--- src/rtl/uart_stat_pkg.sv ---
package uart_stat_pkg;
  localparam int unsigned STAT_W  = 16;
  localparam int unsigned B_PAR   = 15;
  localparam int unsigned B_OVR   = 14;
  localparam int unsigned B_FRM   = 13;
  localparam int unsigned B_RDF   = 12;
  localparam int unsigned B_TDE   = 11;
  localparam int unsigned B_CLR   = 10;
  localparam int unsigned B_RIE   = 9;
  localparam int unsigned B_TIE   = 8;

  typedef struct packed {
    logic par;
    logic ovr;
    logic frm;
    logic rdf;
  } rx_flags_t;

  typedef struct packed {
    logic rie;
    logic tie;
  } irq_en_t;
endpackage

--- src/rtl/uart_rst_sync.sv ---
module uart_rst_sync #(
  parameter int unsigned STAGES = 2
) (
  input  logic clk,
  input  logic rst_n,
  output logic rst_sync_n
);
  logic [STAGES-1:0] sync_q;
  logic [STAGES-1:0] sync_d;

  always_comb begin
    sync_d = {sync_q[STAGES-2:0], 1'b1};
  end

  always_ff @(posedge clk or negedge rst_n) begin
    if (!rst_n) sync_q <= '0;
    else        sync_q <= sync_d;
  end

  assign rst_sync_n = sync_q[STAGES-1];
endmodule

--- src/rtl/uart_rx_flags.sv ---
module uart_rx_flags
  import uart_stat_pkg::*;
(
  input  logic      clk,
  input  logic      rst_n,
  input  logic      rx_done,
  input  logic      par_err,
  input  logic      frm_err,
  input  logic      rd_rxdata,
  input  logic      err_clr,
  output rx_flags_t flags
);
  rx_flags_t flags_q, flags_d;
  logic      ovr_set;
  logic      upd_en;

  always_comb begin
    ovr_set = rx_done && flags_q.rdf && !rd_rxdata;
    upd_en  = rx_done | rd_rxdata | par_err | frm_err | err_clr;
    flags_d = flags_q;
    // data-ready: completion wins over a coincident read
    if (rx_done)        flags_d.rdf = 1'b1;
    else if (rd_rxdata) flags_d.rdf = 1'b0;
    // error flags: new event wins over the group clear
    if (par_err)        flags_d.par = 1'b1;
    else if (err_clr)   flags_d.par = 1'b0;
    if (frm_err)        flags_d.frm = 1'b1;
    else if (err_clr)   flags_d.frm = 1'b0;
    if (ovr_set)        flags_d.ovr = 1'b1;
    else if (err_clr)   flags_d.ovr = 1'b0;
  end

  always_ff @(posedge clk or negedge rst_n) begin
    if (!rst_n)      flags_q <= '0;
    else if (upd_en) flags_q <= flags_d;
  end

  assign flags = flags_q;
endmodule

--- src/rtl/uart_tx_flag.sv ---
module uart_tx_flag (
  input  logic clk,
  input  logic rst_n,
  input  logic tx_load,
  input  logic wr_txdata,
  output logic tde
);
  logic tde_q, tde_d, upd_en;

  always_comb begin
    upd_en = tx_load | wr_txdata;
    tde_d  = wr_txdata ? 1'b0 : 1'b1;
  end

  always_ff @(posedge clk or negedge rst_n) begin
    if (!rst_n)      tde_q <= 1'b1;
    else if (upd_en) tde_q <= tde_d;
  end

  assign tde = tde_q;
endmodule

--- src/rtl/uart_irq_en.sv ---
module uart_irq_en
  import uart_stat_pkg::*;
(
  input  logic    clk,
  input  logic    rst_n,
  input  logic    wr_en,
  input  logic    rie_in,
  input  logic    tie_in,
  output irq_en_t en
);
  irq_en_t en_q, en_d;

  always_comb begin
    en_d.rie = rie_in;
    en_d.tie = tie_in;
  end

  always_ff @(posedge clk or negedge rst_n) begin
    if (!rst_n)     en_q <= '0;
    else if (wr_en) en_q <= en_d;
  end

  assign en = en_q;
endmodule

--- src/rtl/uart_stat_irq.sv ---
module uart_stat_irq
  import uart_stat_pkg::*;
#(
  parameter int unsigned RST_STAGES = 2
) (
  input  logic              clk,
  input  logic              rst_n,
  input  logic              rx_done,
  input  logic              par_err,
  input  logic              frm_err,
  input  logic              rd_rxdata,
  input  logic              wr_txdata,
  input  logic              tx_load,
  input  logic              stat_we,
  input  logic              ctl_we,
  input  logic [STAT_W-1:0] wdata,
  output logic [STAT_W-1:0] status,
  output logic              rx_irq,
  output logic              tx_irq
);
  logic      rst_int_n;
  logic      err_clr;
  rx_flags_t rxf;
  irq_en_t   ien;
  logic      tde;
  logic      unused_wdata;

  assign unused_wdata = ^{wdata[STAT_W-1:B_CLR+1], wdata[B_TIE-1:0]};
  assign err_clr      = ctl_we && !wdata[B_CLR];

  uart_rst_sync #(.STAGES(RST_STAGES)) u_rst (
    .clk        (clk),
    .rst_n      (rst_n),
    .rst_sync_n (rst_int_n)
  );

  uart_rx_flags u_rx (
    .clk       (clk),
    .rst_n     (rst_int_n),
    .rx_done   (rx_done),
    .par_err   (par_err),
    .frm_err   (frm_err),
    .rd_rxdata (rd_rxdata),
    .err_clr   (err_clr),
    .flags     (rxf)
  );

  uart_tx_flag u_tx (
    .clk       (clk),
    .rst_n     (rst_int_n),
    .tx_load   (tx_load),
    .wr_txdata (wr_txdata),
    .tde       (tde)
  );

  uart_irq_en u_en (
    .clk    (clk),
    .rst_n  (rst_int_n),
    .wr_en  (stat_we),
    .rie_in (wdata[B_RIE]),
    .tie_in (wdata[B_TIE]),
    .en     (ien)
  );

  always_comb begin
    status        = '0;
    status[B_PAR] = rxf.par;
    status[B_OVR] = rxf.ovr;
    status[B_FRM] = rxf.frm;
    status[B_RDF] = rxf.rdf;
    status[B_TDE] = tde;
    status[B_RIE] = ien.rie;
    status[B_TIE] = ien.tie;
  end

  always_comb begin
    rx_irq = ien.rie & (rxf.par | rxf.ovr | rxf.frm | rxf.rdf);
    tx_irq = ien.tie & tde;
  end
endmodule

--- config.mk ---
export PLATFORM = sky130hd
export DESIGN_NAME = uart_stat_irq
export DESIGN_NICKNAME = d
export VERILOG_FILES = /design/src/rtl/uart_stat_pkg.sv /design/src/rtl/uart_rst_sync.sv /design/src/rtl/uart_rx_flags.sv /design/src/rtl/uart_tx_flag.sv /design/src/rtl/uart_irq_en.sv /design/src/rtl/uart_stat_irq.sv
export SDC_FILE = /design/constraint.sdc
export NUM_CORES = 1
export LEC_CHECK = 0
export ABC_CLOCK_PERIOD_IN_PS = 1100
export BUFFER_PORTS_ARGS = -buffer_cell sky130_fd_sc_hd__buf_2
export CAP_MARGIN = 20
export CORE_AREA = 2 2 39 41
export DETAILED_ROUTE_END_ITERATION = 8
export DIE_AREA = 0 0 41 43
export PLACE_DENSITY = 0.71
export REMOVE_ABC_BUFFERS = 1
export SLEW_MARGIN = 25
export SYNTH_ARGS = -nofsm -noshare
export SYNTH_HDL_FRONTEND = slang
export SYNTH_SLANG_ARGS = --single-unit
--- constraint.sdc ---
create_clock -name clk -period 1.1 [get_ports clk]
set_input_delay 0.055 -clock clk [delete_from_list [all_inputs] [get_ports clk]]
set_output_delay 0.055 -clock clk [all_outputs]
set_load 0.1 [all_outputs]
==> summary.log <==
[global_routing] initial antenna violation count 0
[sta] setup TNS after final layout -272 ps
[drt] routed wire length 707 um
[die] Core Rows 14
[sta] Setup WS post-layout -209 ps
[power_and_ir_drop] peak supply drop 983 uV
[sta] clock skew 4.31 ps
[clock_network] Clock transition at path regs 60 ps
[logic_synthesis] area share of the leading cell type in the synthesized netlist 0.502
[global_routing] pin count of the biggest net entering global routing 8
[logic_synthesis] Synth area leaders sky130_fd_sc_hd__dfrtp_1 50%, sky130_fd_sc_hd__buf_4 19%, sky130_fd_sc_hd__dfstp_2 6.6%
[worst_setup_path] register-to-register path setup slack 210 ps
[logic_synthesis] post-synth design cell area 399 sq um
[run_status] violations in the final reports negative setup slack
[clock_network] number of clock buffers inserted by TritonCTS 3
[placement] pre-CTS worst setup slack -27.1 ps
[logic_synthesis] share of synthesized area occupied by flip-flops and latches 0.567
[global_routing] global route total overflow 0
[worst_setup_path] required time at the worst-slack endpoint 1040 ps
[power_and_ir_drop] Power Dens Cells 1640 nW/um^2
[placement] # placed instances 73
[worst_setup_path] launch point of the worst path u_rx.flags[2]$_DFFE_PN0P_
[sta] final critical-path share of the clock period 1.19
[worst_setup_path] crit path max-delay cell type sky130_fd_sc_hd__o41a_1
[logic_synthesis] Yosys warnings 0
[worst_setup_path] depth of the worst register-to-register path 2
[worst_setup_path] worst endpoint data arrival time 1250 ps
[logic_synthesis] #FFs+latches synth 9
[final_layout] Layout area overhead 83.7%
[drt] average wire per standard cell 8.52 um
[sta] Final Critical Period 1310 ps
[placement] I/O Buffers 21
[sta] highest achievable clock rate 0.764 GHz
[clock_network] Skew-Pair Late Insertion Delay 260 ps
[worst_hold_path] HP Class in2reg
[die] height of the die 43 um
[worst_setup_path] delay of the slowest cell on the worst path 430 ps
[worst_hold_path] hold_sp wdata[8]
[global_routing] via count of the first global-routing pass 282
[drt] number of nets with antenna violations after routing 0
[die] core footprint 1380 sq um
[final_layout] number of nets in the layout 94
[worst_setup_path] Critical Path Start Type flop
[worst_setup_path] element type at the critical path end output pin
[power_and_ir_drop] Leak Pwr 0.367 nW
[clock_network] number of clock sinks 9
[placement] HPWL after detailed placement 584 um
[sta] total of endpoints with negative setup slack in the final report 3
[drt] # DRC 0
[global_routing] wire length of the first global-routing pass 1070 um
[final_layout] count of placed standard cells in the final layout, fillers left out 83
[drt] routed vias 317
[worst_setup_path] end of the worst register-to-register path u_en.en[1]$_DFFE_PN0P_
[drt] 1st-iter DRT viols 1
[clock_network] TritonCTS clock tree yes
[sta] endpoints failing hold 0
[logic_synthesis] Synth area leader sky130_fd_sc_hd__dfrtp_1
[die] Die ar. 1760 sq um
[clock_network] CTS Root Cell sky130_fd_sc_hd__clkbuf_4
[die] Chip Width 41 um
[drt] Vias/cell 3.82
[clock_network] Max clock buf depth 2
[worst_hold_path] Hold Path Depth 2
[worst_setup_path] ordered list of cells on the worst path o41a_1, buf_6
[global_routing] Total GRT Usage 0.0936
[logic_synthesis] Syn Inst Count 33
[die] starting utilization of the core area 0.288
[worst_hold_path] hold-critical path endpoint u_en.en[0]$_DFFE_PN0P_
[placement] global placement routability congestion 0.631
[sta] RSZ-0062 raised after global routing yes
[final_layout] antenna cell count 0
[die] count of boundary I/O pins 44
[sta] count of final max-slew check failures 0
[run] max-capacitance violation count 0
[worst_setup_path] class of the most critical setup path reg2out
[final_layout] fraction of layout instances using a drive strength above 1 0.507
[run_status] run status complete, but fails checks
[worst_setup_path] Max FO, Critical Path 2
[clock_network] H-tree lvl count 1
[worst_setup_path] source of the worst register-to-register timing path u_en.en[1]$_DFFE_PN0P_
[logic_synthesis] average footprint of a synthesized cell 12.1 sq um
[drt] drt first pass iters 3
[logic_synthesis] number of distinct standard cells referenced by the synthesized netlist 12
-- cell usage in the layout (no fill, tap or decap), drive strengths merged --
cell type,instances
a21o,3
a32o,1
and2,1
buf,27
clkbuf,4
conb,10
dfrtp,8
dfstp,1
dlygate4sd3,5
inv,1
mux2,2
nand2b,1
nor2,2
o41a,1
-- where the power goes --
| part | switching [mW] | internal [mW] |
|---|---|---|
| Clock | 0.106 | 0.139 |
| Sequential | 0.0205 | 0.359 |
| Combinational | 0.401 | 0.177 |
| Total | 0.527 | 0.675 |
-- flip-flops by register name, indices dropped and copies added (netlist names) --
name / cells
u_rx.flags: 4
u_rst.sync_q: 2
u_en.en: 2
u_tx.tde: 1
-- critical path, delay by kind of cell (launching register included) --
| kind | cells | cell delay, ps |
|---|---|---|
| flip-flops | 1 | 370 |
| buffers and inverters | 1 | 190 |
| AO/OA/AOI/OAI | 1 | 430 |
-- synth_stat cells, drive strengths merged --
master	count
a21o	3
a32o	1
buf	10
o41a	1
and2	1
inv	1
dfstp	1
nand2b	1
mux2	2
conb	2
dfrtp	8
nor2	2
-- area by class of cell --
type	count	area, sq um
Tap cell	16	20.0
Fill cell	127	651
Clock buffer	4	26.3
Timing Repair Buffer	32	330
Multi-Input combinational cell	21	126
Inverter	1	3.75
Sequential cell	9	226
-- timing repair --
action	in CTS	in global routing
hold buffers	5	0
endpoints found under the setup margin	2	3
gates resized for setup	3	1
endpoints found under the hold margin	6	0
setup buffers	1	0
-- logic make-up (layout without fill, tap and decap cells) --
family,after synthesis,after routing,share of synthesized area
other cells,2,10,0.0188
simple gates,4,4,0.0502
compound gates,5,5,0.110
mux,2,2,0.0564
buf+inv,11,37,0.197
flops,9,9,0.567
-- metrics by stage --
stage	total power [mW]	util	hold slack, ps	area (sq um)
floorplan	0.759	-	-241	354
global placement	0.935	0.460	-159	637
detailed placement	0.939	0.460	-159	637
CTS	1.22	0.527	18.0	729
global route	1.26	0.530	20.4	733
finish	1.20	0.530	28.2	733
-- worst max-delay path by stage --
stage | cells after the start | to | slack [ps]
global placement | 2 | rx_irq | -20
floorplan | 1 | rx_irq | -850
CTS | 2 | rx_irq | -230
global route | 2 | rx_irq | -250
finish | 2 | rx_irq | -210
detailed placement | 2 | rx_irq | -30
-- layer usage --
metal  wire [um]  global-route usage  vias to the layer above
li1            -                   -                      155
met2         411               0.156                       18
met1         220              0.0906                      144
met5           0                   0                        -
met3          74              0.0628                        0
met4           0              0.0200                        0
No activity file was read; power rests on OpenSTA's default activity.
